<file path="src/rtl/irqv_pkg.sv">
`timescale 1ns/1ps
package irqv_pkg;
  localparam int NUM_SRC   = 26;
  localparam int NUM_SLV   = 4;
  localparam int SLV_SRCS  = 6;
  localparam int PROG_SLOT = 4;
  localparam int RANK_W    = 2;
  localparam int RTC_IDX   = NUM_SLV * SLV_SRCS;
  localparam int ADC_IDX   = RTC_IDX + 1;
  localparam int GLOBAL_BIT = NUM_SRC;

  typedef struct packed {
    logic ctrlWr;
    logic modeWr;
    logic maskWr;
    logic slvWr;
    logic mstWr;
    logic clrWr;
  } strobe_t;

  // Vector slot byte address for a given source index
  function automatic logic [31:0] vecAddr(input int src);
    if (src == RTC_IDX) return 32'hA0;
    if (src == ADC_IDX) return 32'hB4;
    return 32'h20 + 32'h20 * 32'(src / SLV_SRCS) + 32'd4 * 32'(src % SLV_SRCS);
  endfunction
endpackage

</file>
<file path="src/rtl/irqv_ctrl.sv">
`timescale 1ns/1ps
module irqv_ctrl #(
  parameter int ADDR_W = 3
) (
  input  logic              wrEn,
  input  logic [ADDR_W-1:0] addr,
  output irqv_pkg::strobe_t stb
);
  always_comb begin
    stb = '0;
    if (wrEn) begin
      unique case (addr)
        ADDR_W'(0): stb.ctrlWr = 1'b1;
        ADDR_W'(1): stb.modeWr = 1'b1;
        ADDR_W'(2): stb.maskWr = 1'b1;
        ADDR_W'(3): stb.slvWr  = 1'b1;
        ADDR_W'(4): stb.mstWr  = 1'b1;
        ADDR_W'(5): stb.clrWr  = 1'b1;
        default: ;
      endcase
    end
  end
endmodule

</file>
<file path="src/rtl/irqv_prio.sv">
`timescale 1ns/1ps
module irqv_prio
  import irqv_pkg::*;
(
  input  logic [NUM_SRC-1:0]              cand,
  input  logic [NUM_SLV*PROG_SLOT*RANK_W-1:0] slvRank,
  input  logic [NUM_SLV*RANK_W-1:0]       mstRank,
  output logic [NUM_SRC-1:0]              winner
);
  localparam int SLV_BITS = PROG_SLOT * RANK_W;

  // Returns {hit, slot[2:0]}; key {code,slot} keeps ties in index order
  function automatic logic [3:0] pickSlot(input logic [SLV_SRCS-1:0] c,
                                          input logic [SLV_BITS-1:0] codes);
    logic [3:0] res;
    logic [3:0] bestKey;
    logic [3:0] key;
    res = '0;
    bestKey = '1;
    for (int k = 0; k < PROG_SLOT; k++) begin
      key = {codes[RANK_W*k +: RANK_W], 2'(k)};
      if (c[k] && (!res[3] || key < bestKey)) begin
        res = {1'b1, 3'(k)};
        bestKey = key;
      end
    end
    if (!res[3]) begin
      if (c[4])      res = 4'b1100;
      else if (c[5]) res = 4'b1101;
    end
    return res;
  endfunction

  function automatic logic [2:0] pickSlave(input logic [NUM_SLV-1:0] h,
                                           input logic [NUM_SLV*RANK_W-1:0] codes);
    logic [2:0] res;
    logic [3:0] bestKey;
    logic [3:0] key;
    res = '0;
    bestKey = '1;
    for (int s = 0; s < NUM_SLV; s++) begin
      key = {codes[RANK_W*s +: RANK_W], 2'(s)};
      if (h[s] && (!res[2] || key < bestKey)) begin
        res = {1'b1, 2'(s)};
        bestKey = key;
      end
    end
    return res;
  endfunction

  logic [NUM_SLV-1:0] slvHit;
  logic [2:0]         slvIdx [NUM_SLV];
  logic [2:0]         mstSel;

  for (genvar s = 0; s < NUM_SLV; s++) begin : g_slave
    logic [3:0] pick;
    assign pick      = pickSlot(cand[SLV_SRCS*s +: SLV_SRCS], slvRank[SLV_BITS*s +: SLV_BITS]);
    assign slvHit[s] = pick[3];
    assign slvIdx[s] = pick[2:0];
  end

  assign mstSel = pickSlave(slvHit, mstRank);

  always_comb begin
    winner = '0;
    if (mstSel[2])
      winner[SLV_SRCS * int'(mstSel[1:0]) + int'(slvIdx[mstSel[1:0]])] = 1'b1;
    else if (cand[RTC_IDX])
      winner[RTC_IDX] = 1'b1;
    else if (cand[ADC_IDX])
      winner[ADC_IDX] = 1'b1;
  end
endmodule

</file>
<file path="src/rtl/irqv_datapath.sv">
`timescale 1ns/1ps
module irqv_datapath
  import irqv_pkg::*;
#(
  parameter int          ADDR_W       = 3,
  parameter int          DATA_W       = 32,
  parameter logic [31:0] HANDLER_ADDR = 32'h100
) (
  input  logic               clk,
  input  logic               rstN,
  input  strobe_t            stb,
  input  logic [ADDR_W-1:0]  addr,
  input  logic [DATA_W-1:0]  wrData,
  input  logic [NUM_SRC-1:0] reqIn,
  output logic [DATA_W-1:0]  rdData,
  output logic               irqReq,
  output logic               fiqReq,
  output logic [NUM_SRC-1:0] svcPend,
  output logic [31:0]        vecInstr
);
  localparam int SLV_W = NUM_SLV * PROG_SLOT * RANK_W;
  localparam int MST_W = NUM_SLV * RANK_W;
  localparam logic [31:0] BRANCH_OP  = 32'hEA000000;
  localparam logic [31:0] VEC_FETCH  = 32'h18;
  localparam logic [31:0] PIPE_AHEAD = 32'h8;
  localparam logic [31:0] PLAIN_INSTR =
    BRANCH_OP | (((HANDLER_ADDR - VEC_FETCH - PIPE_AHEAD) >> 2) & 32'h00FFFFFF);

  logic               vecEn;
  logic [NUM_SRC-1:0] modeReg;
  logic [NUM_SRC:0]   maskReg;
  logic [SLV_W-1:0]   slvReg;
  logic [MST_W-1:0]   mstReg;
  logic [NUM_SRC-1:0] pend;
  logic [NUM_SRC-1:0] clrBits;
  logic [NUM_SRC-1:0] live;
  logic [NUM_SRC-1:0] normCand;
  logic [NUM_SRC-1:0] fastCand;

  assign clrBits = stb.clrWr ? wrData[NUM_SRC-1:0] : '0;

  always_ff @(posedge clk or negedge rstN) begin
    if (!rstN) begin
      vecEn   <= 1'b0;
      modeReg <= '0;
      maskReg <= '1;
      slvReg  <= {NUM_SLV{8'hE4}};
      mstReg  <= 8'hE4;
      pend    <= '0;
    end else begin
      if (stb.ctrlWr) vecEn   <= wrData[0];
      if (stb.modeWr) modeReg <= wrData[NUM_SRC-1:0];
      if (stb.maskWr) maskReg <= wrData[NUM_SRC:0];
      if (stb.slvWr)  slvReg  <= wrData[SLV_W-1:0];
      if (stb.mstWr)  mstReg  <= wrData[MST_W-1:0];
      pend <= (pend & ~clrBits) | reqIn;
    end
  end

  assign live     = pend & ~maskReg[NUM_SRC-1:0] & {NUM_SRC{~maskReg[GLOBAL_BIT]}};
  assign normCand = live & ~modeReg;
  assign fastCand = live & modeReg;
  assign irqReq   = |normCand;
  assign fiqReq   = |fastCand;

  irqv_prio u_prio (
    .cand    (normCand),
    .slvRank (slvReg),
    .mstRank (mstReg),
    .winner  (svcPend)
  );

  logic [31:0] winAddr;
  always_comb begin
    winAddr = VEC_FETCH + PIPE_AHEAD;
    for (int i = 0; i < NUM_SRC; i++)
      if (svcPend[i]) winAddr = vecAddr(i);
  end

  always_comb begin
    if (vecEn && (svcPend != '0))
      vecInstr = BRANCH_OP | (((winAddr - VEC_FETCH - PIPE_AHEAD) >> 2) & 32'h00FFFFFF);
    else
      vecInstr = PLAIN_INSTR;
  end

  always_comb begin
    rdData = '0;
    unique case (addr)
      ADDR_W'(0): rdData = DATA_W'(vecEn);
      ADDR_W'(1): rdData = DATA_W'(modeReg);
      ADDR_W'(2): rdData = DATA_W'(maskReg);
      ADDR_W'(3): rdData = DATA_W'(slvReg);
      ADDR_W'(4): rdData = DATA_W'(mstReg);
      ADDR_W'(6): rdData = DATA_W'(pend);
      ADDR_W'(7): rdData = DATA_W'(svcPend);
      default:    rdData = '0;
    endcase
  end
endmodule

</file>
<file path="src/rtl/irqv_top.sv">
`timescale 1ns/1ps
module irqv_top #(
  parameter int          ADDR_W       = 3,
  parameter int          DATA_W       = 32,
  parameter logic [31:0] HANDLER_ADDR = 32'h100
) (
  input  logic              clk,
  input  logic              rstN,
  input  logic [25:0]       reqIn,
  input  logic              wrEn,
  input  logic [ADDR_W-1:0] addr,
  input  logic [DATA_W-1:0] wrData,
  output logic [DATA_W-1:0] rdData,
  output logic              irqReq,
  output logic              fiqReq,
  output logic [25:0]       svcPend,
  output logic [31:0]       vecInstr
);
  irqv_pkg::strobe_t stb;

  irqv_ctrl #(.ADDR_W(ADDR_W)) u_ctrl (
    .wrEn (wrEn),
    .addr (addr),
    .stb  (stb)
  );

  irqv_datapath #(
    .ADDR_W(ADDR_W), .DATA_W(DATA_W), .HANDLER_ADDR(HANDLER_ADDR)
  ) u_dp (
    .clk      (clk),
    .rstN     (rstN),
    .stb      (stb),
    .addr     (addr),
    .wrData   (wrData),
    .reqIn    (reqIn),
    .rdData   (rdData),
    .irqReq   (irqReq),
    .fiqReq   (fiqReq),
    .svcPend  (svcPend),
    .vecInstr (vecInstr)
  );
endmodule

</file>
<file path="config.mk">
export PLATFORM = sky130hd
export DESIGN_NAME = irqv_top
export DESIGN_NICKNAME = d
export VERILOG_FILES = /design/src/rtl/irqv_pkg.sv /design/src/rtl/irqv_ctrl.sv /design/src/rtl/irqv_prio.sv /design/src/rtl/irqv_datapath.sv /design/src/rtl/irqv_top.sv
export SDC_FILE = /design/constraint.sdc
export NUM_CORES = 1
export LEC_CHECK = 0
export CAP_MARGIN = 20
export CORE_MARGIN = 2
export CORE_UTILIZATION = 58
export CTS_CLUSTER_DIAMETER = 150
export DETAILED_ROUTE_END_ITERATION = 8
export PLACE_DENSITY_LB_ADDON = 0.2
export SKIP_CTS_REPAIR_TIMING = 1
export SLEW_MARGIN = 5
export SYNTH_ARGS = -nofsm -noshare
export SYNTH_HDL_FRONTEND = slang
export SYNTH_SLANG_ARGS = --single-unit
</file>
<file path="constraint.sdc">
create_clock -name clk -period 26.2 [get_ports clk]
set_input_delay 2.62 -clock clk [delete_from_list [all_inputs] [get_ports clk]]
set_output_delay 2.62 -clock clk [all_outputs]
set_load 0.01 [all_outputs]
</file>
Yosys cells after proc, flatten, opt, wreduce, memory -nomap -nowiden
Cells that the tools add are included.
W data, S select, Z words.

word-level totals
  memories = 0
  input bits = 64
  latch bits = 0
  memory bits (writable) = 0
  bits in registers = 120
  logic and storage cells = 191
  output and inout bits = 92
  bits in read-only memories = 0

cells by class
  add/subtract/negate cells = 3
  order comparisons = 18
  reduce and logical (&&, ||, !) cells = 51
  multiply operators = 1
  div/mod/pow operators = 0
  shifts and indexed selects = 0
  bitwise operators = 11
  multiplexer cells = 94
  equality and inequality tests = 7

operators by type and width
  cell                     count
  $pmux W32 S7             1
  $mux W4                  45
  $and A26 B26 Y26         5
  $mux W7                  12
  $not A26 Y26             3
  $mux W8                  8
  $lt A4 B4 Y1             15
  $reduce_or A26 Y1        2
  $mux W24                 2
  $mux W26                 1
  $or A26 B26 Y26          1
  $reduce_bool A26 Y1      1
  $sub A26 B4 Y26 const B  1
  $sub A26 B5 Y26 const B  1
  $mux W3                  7
  $logic_and A1 B1 Y1      17
  $logic_not A1 Y1         15
  $logic_or A1 B1 Y1       15
  $mux W5                  3
  $eq A3 B3 Y1 const B     4
  $mux W1                  11
  $add A5 B3 Y6            1
  $bmux W3 S2              1
  $eq A3 B2 Y1 const B     2
  11 further kinds         11

Depth between registers and ports, before layout
Gate-level depths: netlist of run 1.

  word-level depth = 71
  gate-level depth with buffers = 39
  gate-level depth less buffers = 36

Cells and area by module
From an unflattened synthesis of run 1, not the netlist that was laid out.

second synthesis, totals
  cell total of the unflattened synthesis = 892
  area total of the unflattened synthesis = 8770.9 um^2

by module, submodules not included
  module         seq. area each (um^2)  area an instance (um^2)  instances  cells each
  irqv_datapath  3061.7                 6800.3                   1          596
  irqv_prio      0.0                    1895.6                   1          290
  irqv_ctrl      0.0                    75.1                     1          6

Worst setup path before layout of run 1
Ideal clock, no wire load.

  path kind = register to output
  start = reg u_dp.maskReg[26]
  end = out vecInstr[11]
  data arrival time = 7520 ps
  data required time = 23580 ps
  buffers on the path = 3
  slack = 16060 ps
  cell stages (with the launch flop) = 35
  path through = dfstp_2 buf_6 buf_6 nor4b_1 nor3_2 a21o_1 inv_1 ha_1 o21ai_0 a21oi_1 a21boi_0 o32a_1 inv_1 ha_1 o21a_1 nor2_1 a41oi_2 or2_2 mux2_2 ha_1 o2bb2ai_2 a221oi_4 o211ai_1 o211a_1 or2_2 fa_1 nor2_1 mux2i_1 a2111oi_0 nor2_1 nand3_1 ha_1 ha_1 and2_1 buf_4

on the way
  longest elaborated chain between the ends = 68
  elaborated cells on any way between the ends = 156
  those cells by class = add/sub: 3; mul: 1; order compare: 17; mux: 83; bitwise: 4; reduce/logical: 48

RTL lines
  item                                                   line                 text
  start: declaration                                     irqv_datapath.sv:31  logic [NUM_SRC:0] maskReg;
  start signal: assignment                               irqv_datapath.sv:53  if (stb.maskWr) maskReg <= wrData[NUM_SRC:0];
  $not A1 Y1 (*)                                         irqv_datapath.sv:60  assign live = pend & ~maskReg[NUM_SRC-1:0] & {NUM_SRC{~maskReg[GLOBAL_BIT]}};
  $and A26 B26 Y26 (*)                                   irqv_datapath.sv:60
  $and A26 B26 Y26 (*)                                   irqv_datapath.sv:61  assign normCand = live & ~modeReg;
  branches (longest 64 deep; another with $lt A4 B4 Y1)  --
  $mux W24 (*)                                           irqv_datapath.sv:81  if (vecEn && (svcPend != '0))
  end: declaration                                       irqv_top.sv:17       output logic [31:0] vecInstr

Every way passes the cells marked *. The select of a mux whose other input is x is not followed.

Worst setup path in the final report of run 1
  start = reg u_dp.maskReg[26]
  end = out vecInstr[19]

Same word-level chain as after synthesis.

==> run metrics, run 1 <==
outcome finished clean; half-perimeter wire length after placement 17500 um; number of instances on the worst hold path 1; final count of hold timing violations 0; cell type with the highest aggregate area in the netlist sky130_fd_sc_hd__dfrtp_1; initial antenna violation count 0; clk sink count 120; Clock H-tree levels 4; row count 44; min Tclk post-route 11.88 ns; remaining antenna violation count 0; Vias/cell 6.43; master cell of the clock root buffer sky130_fd_sc_hd__clkbuf_16; Final GP Congestion 0.913; IO Pins 156; total detailed-routing wirelength 25100 um; Final setup viols 0; maximum number of pins on one net before global-route repair 74; top-area cell type share of the netlist area between 20% and 30%; Leak Pwr 4.11 nW; # Max-Cap Violations 0; vias in the first global route 7087; Std-Cell Core Area 14400 um2; CP Data Required Time 23.58 ns; Area contributors post-synth sky130_fd_sc_hd__dfrtp_1, sky130_fd_sc_hd__dfstp_2, sky130_fd_sc_hd__mux2_2; most used cell, CP sky130_fd_sc_hd__ha_1; synth warn 0; synthesis-to-finish area growth 23.8%; clock insertion delay at the later pin of the skew report around 0.43 ns; element type at the critical path end output pin; clock buffers created by TritonCTS 17; count leader, synth sky130_fd_sc_hd__mux2_2; CTS tree yes; Iter 0 DRT Violations 620; max frequency 0.0842 GHz; Routed wire per std cell 21.5 um; critical path class reg -> out; logic depth of the worst register-to-register path 2; Avg Inst Size Synth ~10 um2; CP max stage cell sky130_fd_sc_hd__dfstp_2; Seq cells post-synth 120; full die area 15600 um2; Horiz. Die Dim ~130 um; register clock-pin slew on the reported worst setup and hold paths 0.06 ns; class of the most critical hold timing path reg -> reg; DR DRC count 0; top cells by instance count after synthesis sky130_fd_sc_hd__mux2_2, sky130_fd_sc_hd__nand2_1, sky130_fd_sc_hd__dfrtp_1; sequential-to-total area share from yosys stat a little over a third; Synth async-reset ratio 100%; y dimension of the die 125 um; tightest slew margin relative to the limit 29.5%; type of element launching the critical path flip-flop; overall power after layout 1.71 mW; first drt pass iteration count 5; Port Buffer Count 138; leftover overflow at the end of global routing 0; worst ir drop on vdd 0.157 mV; transition time at the pin with the least slew margin 1.06 ns; number of fill cells about 1.1k; count of pins over their slew limit 0; EDFF count, synth 0; unrepaired setup endpoints after global routing false; Via Count between 7k and 8k; post-synthesis cell area 8500 um2; Fin Setup TNS 0 ns; total power density per cell area 162 nW/um2; first-pass GRT wire length 39300 um; period utilisation layout a little under half; CP Max Fanout 10; Clock Path Buffers 2; number of inserted diodes 0; NumNets Final approximately 1.1k; all-layer global routing usage 32.1%; initial core utilization between 50% and 60%; share of cells above drive strength 1 25.5%; final worst clock skew 0 ns; flip-flop cell with the highest count after synthesis sky130_fd_sc_hd__dfrtp_1; delay of the slowest cell on the worst path 0.72 ns; gate count after technology mapping 848; unique cell type count in the Yosys netlist 85; data arrival time of the critical path approximately 9.3 ns
==> metrics by stage <==
step | area [um2] | hold WS, ns | utilization, % | setup WS (ns) | std cells
after floorplan | 8560 | 0.480 | - | 16.06 | 863
after global placement | 9890 | 0.512 | 68.6 | 15.26 | 1133
after detailed placement | 9890 | 0.528 | 68.6 | 14.79 | 1133
after CTS | 10500 | 0.542 | 72.9 | 14.30 | 1165
after global routing | 10500 | 0.565 | 72.9 | 13.71 | 1166
final | 10500 | 0.545 | 72.9 | 14.32 | 1166
==> cells by family (layout without fill, tap and decap cells) <==
kind of cell	Yosys count	in the layout	share of synthesized area (%)
other cells	2	17	0.0883
compound gates	207	207	18.8
fa+ha+maj	31	31	4.65
mux	109	109	14.5
simple gates	295	295	20.3
flops	120	120	36.0
xor+xnor	3	3	0.309
buf+inv	81	200	5.37
==> flip-flops by register name (all words and copies together) (netlist names) <==
register	count
u_dp.slvReg	32
u_dp.maskReg	27
u_dp.modeReg	26
u_dp.pend	26
u_dp.mstReg	8
u_dp.vecEn	1
==> final timing paths <==
path                                    end             start  slack (ns)
max                            vecInstr[19]  u_dp.maskReg[26]       14.32
min in group asynchronous   u_dp.slvReg[28]              rstN        2.19
max reg2reg                u_dp.maskReg[26]  u_dp.maskReg[26]       24.74
max in group asynchronous    u_dp.slvReg[9]              rstN       22.66
min reg2reg                   u_dp.pend[16]     u_dp.pend[16]        0.54
min                           u_dp.pend[16]     u_dp.pend[16]        0.54
==> power breakdown <==
| group | switching [mW] | leakage, nW | internal (mW) | total [mW] |
|---|---|---|---|---|
| Sequential | 0.0427 | 1.29 | 0.231 | 0.274 |
| Combinational | 0.670 | 2.52 | 0.516 | 1.19 |
| Clock | 0.0944 | 0.304 | 0.155 | 0.249 |
| Total | 0.807 | 4.11 | 0.902 | 1.71 |
==> layout by cell type (no fill, tap or decap), types with 9 or more instances in the layout <==
cell type / instances
sky130_fd_sc_hd__inv_1: 15
sky130_fd_sc_hd__nor2_1: 62
sky130_fd_sc_hd__a21oi_1: 19
sky130_fd_sc_hd__nand2_1: 80
sky130_fd_sc_hd__buf_4: 14
sky130_fd_sc_hd__nor4b_2: 9
sky130_fd_sc_hd__ha_1: 30
sky130_fd_sc_hd__a21o_1: 33
sky130_fd_sc_hd__clkbuf_16: 17
sky130_fd_sc_hd__a22o_1: 27
sky130_fd_sc_hd__clkdlybuf4s50_1: 137
sky130_fd_sc_hd__and3_1: 9
sky130_fd_sc_hd__a22oi_1: 16
sky130_fd_sc_hd__mux2_2: 100
sky130_fd_sc_hd__nor4b_1: 13
sky130_fd_sc_hd__o21a_1: 11
sky130_fd_sc_hd__and2_1: 9
sky130_fd_sc_hd__nand3b_1: 26
sky130_fd_sc_hd__o22ai_1: 9
sky130_fd_sc_hd__nor3_1: 14
sky130_fd_sc_hd__conb_1: 17
sky130_fd_sc_hd__o21ai_0: 35
sky130_fd_sc_hd__nand3_1: 10
sky130_fd_sc_hd__dfstp_2: 47
sky130_fd_sc_hd__dfrtp_1: 73
==> area by class of cell <==
type	count	area [um2]	share of cell area, %
clock buffer	18	439	4.17
inverter	16	60.1	0.571
multi-input combinational	662	5060	48.1
tap	184	230	2.19
clock inverter	14	188	1.78
timing repair buffer	152	1480	14.1
sequential	120	3060	29.1
==> layer usage <==
metal,up-vias,track usage [%],wire [um]
met2,395,48.7,11200
met5,-,0,0
met3,65,7.83,2320
li1,3382,-,-
met1,3651,43.8,10600
met4,0,14.4,861
==> critical path: cells and delay by family, from the launching register on <==
family / cells / cell delay, ns
adders and majority gates: 7 / 1.79
and+or+nand+nor: 8 / 2.00
muxes: 3 / 0.55
AOI/OAI and AO/OA: 12 / 2.98
buffers and inverters: 4 / 0.79
DFF: 1 / 0.72
(Power assumes the default switching activity.)
==> run 2: changes to the inputs <==
--- a/config.mk
+++ b/config.mk
@@ -7,7 +7,7 @@
 export LEC_CHECK = 0
 export CAP_MARGIN = 20
 export CORE_MARGIN = 2
-export CORE_UTILIZATION = 58
+export CORE_UTILIZATION = 54
 export CTS_CLUSTER_DIAMETER = 150
 export DETAILED_ROUTE_END_ITERATION = 8
 export PLACE_DENSITY_LB_ADDON = 0.2
==> constraint.sdc (replaced) <==
create_clock -name clk -period 12.05 [get_ports clk]
set_input_delay 1.205 -clock clk [delete_from_list [all_inputs] [get_ports clk]]
set_output_delay 1.205 -clock clk [all_outputs]
set_load 0.01 [all_outputs]
==> run 2 against run 1 <==
Power rose by 120%. Critical path type unchanged. Via count rose by 0.19%. Non-clock buffer count unchanged. Global-route usage shrank 0.73 points.
==> run metrics, run 2 (synthesis gave the netlist of run 1 again) <==
max frequency 0.0957 GHz; register clock-pin slew on the reported worst setup and hold paths 0.06 ns; CP Max Fanout 10; Iter 0 DRT Violations around 800; number of inserted diodes 0; CP Data Required Time roughly 11 ns; class of the most critical hold timing path reg -> reg; Final GP Congestion 0.975; Final setup viols 0; min Tclk post-route 10.45 ns; clk sink count 120; initial core utilization 55.5%; total power density per cell area 352 nW/um2; Fin Setup TNS 0 ns; maximum number of pins on one net before global-route repair 72; max reg flops 32; half-perimeter wire length after placement between 15000 and 20000 um; CP Buf/Inv Count 5; Clock Path Buffers 2; delay of the slowest cell on the worst path 0.78 ns; data arrival time of the critical path 9.24 ns; Port Buffer Count 138; register with the highest flop count u_dp.slvReg; # Max-Cap Violations 0; overall power after layout 3.71 mW; NumNets Final 1064; final core utilization 68.8%; worst ir drop on vdd 0.384 mV; critical path class reg -> out; kind of cell adding the most delay to the critical path compound AO/OA/AOI/OAI gates; Vias/cell 6.29; share of cells above drive strength 1 between 20% and 30%; most frequent cells in the layout sky130_fd_sc_hd__clkdlybuf4s50_1, sky130_fd_sc_hd__mux2_2, sky130_fd_sc_hd__nand2_1; transition time at the pin with the least slew margin between 1 and 1.5 ns; initial antenna violation count 1; IO Pins 156; CTS tree yes; tightest slew margin relative to the limit between 30% and 40%; leftover overflow at the end of global routing 0; clock buffers created by TritonCTS 17; count of non-filler cells in the finished layout 1193; first drt pass iteration count 5; first-pass GRT wire length 40000 um; outcome finished clean; synthesis-to-finish area growth 23.9%; all-layer global routing usage 31.4%; placed cells 1160; type of element launching the critical path flip-flop; Horiz. Die Dim 129 um; full die area 16800 um2; DR DRC count 0; worst hold slack 0.535 ns; Clock H-tree levels 4; unrepaired setup endpoints after global routing false; most frequent standard cell in the layout excluding fill and tap cells sky130_fd_sc_hd__clkdlybuf4s50_1; y dimension of the die 129 um; Std-Cell Core Area roughly 15000 um2; final worst clock skew 0 ns; Via Count 7507; element type at the critical path end output pin; Leak Pwr between 4 and 5 nW; Routed wire per std cell 21.5 um; clock insertion delay at the later pin of the skew report 0.44 ns; number of fill cells 1194; largest registers u_dp.slvReg (32), u_dp.maskReg (27); CP max stage cell sky130_fd_sc_hd__a2111oi_1; final count of hold timing violations 0; vias in the first global route 7237; remaining antenna violation count 0; count of pins over their slew limit 0; most used cell, CP sky130_fd_sc_hd__ha_1; row count 45; total detailed-routing wirelength 25600 um; period utilisation layout approximately 87%; master cell of the clock root buffer sky130_fd_sc_hd__clkbuf_16
## run 2: power breakdown
| part | internal, mW | switching, mW |
|---|---|---|
| registers | 0.502 | 0.0926 |
| logic | 1.12 | 1.47 |
| clock network | 0.310 | 0.210 |
## run 2: final timing paths
| path | to | cells past startpoint | slack, ns | from |
|---|---|---|---|---|
| max | vecInstr[11] | 33 | 1.60 | u_dp.maskReg[26] |
| min | u_dp.pend[23] | 1 | 0.54 | u_dp.pend[23] |
| max reg2reg | u_dp.maskReg[26] | 2 | 10.58 | u_dp.maskReg[26] |
| min reg2reg | u_dp.pend[23] | 1 | 0.54 | u_dp.pend[23] |
| max in group asynchronous | u_dp.pend[11] | 2 | 9.93 | rstN |
| min in group asynchronous | u_dp.pend[3] | 1 | 0.78 | rstN |
## run 2: per-stage QoR
| stage | setup slack (ns) | cell area (um2) |
|---|---|---|
| finish | 1.60 | 10500 |
| floorplan | 3.33 | 8560 |
| detailed placement | 1.96 | 9920 |
| global placement | 2.13 | 9920 |
| CTS | 1.46 | 10500 |
| global route | 0.769 | 10500 |
## run 2: final cells by class
class,count,area (um2),share of cell area [%]
multi-input cells,662,5060,48.1
flip-flops and latches,120,3060,29.1
repair buffers,152,1490,14.1
clock buffers,18,429,4.08
well taps,211,264,2.51
clock inverters,14,164,1.56
inverters,16,60.1,0.570
## run 2: metal layers
layer	up-vias	global-route usage [%]	routed length [um]
li1	3379	-	-
met1	3703	42.9	11100
met2	391	49.7	11900
met3	34	7.14	2170
met4	0	10.1	446
met5	-	0	0
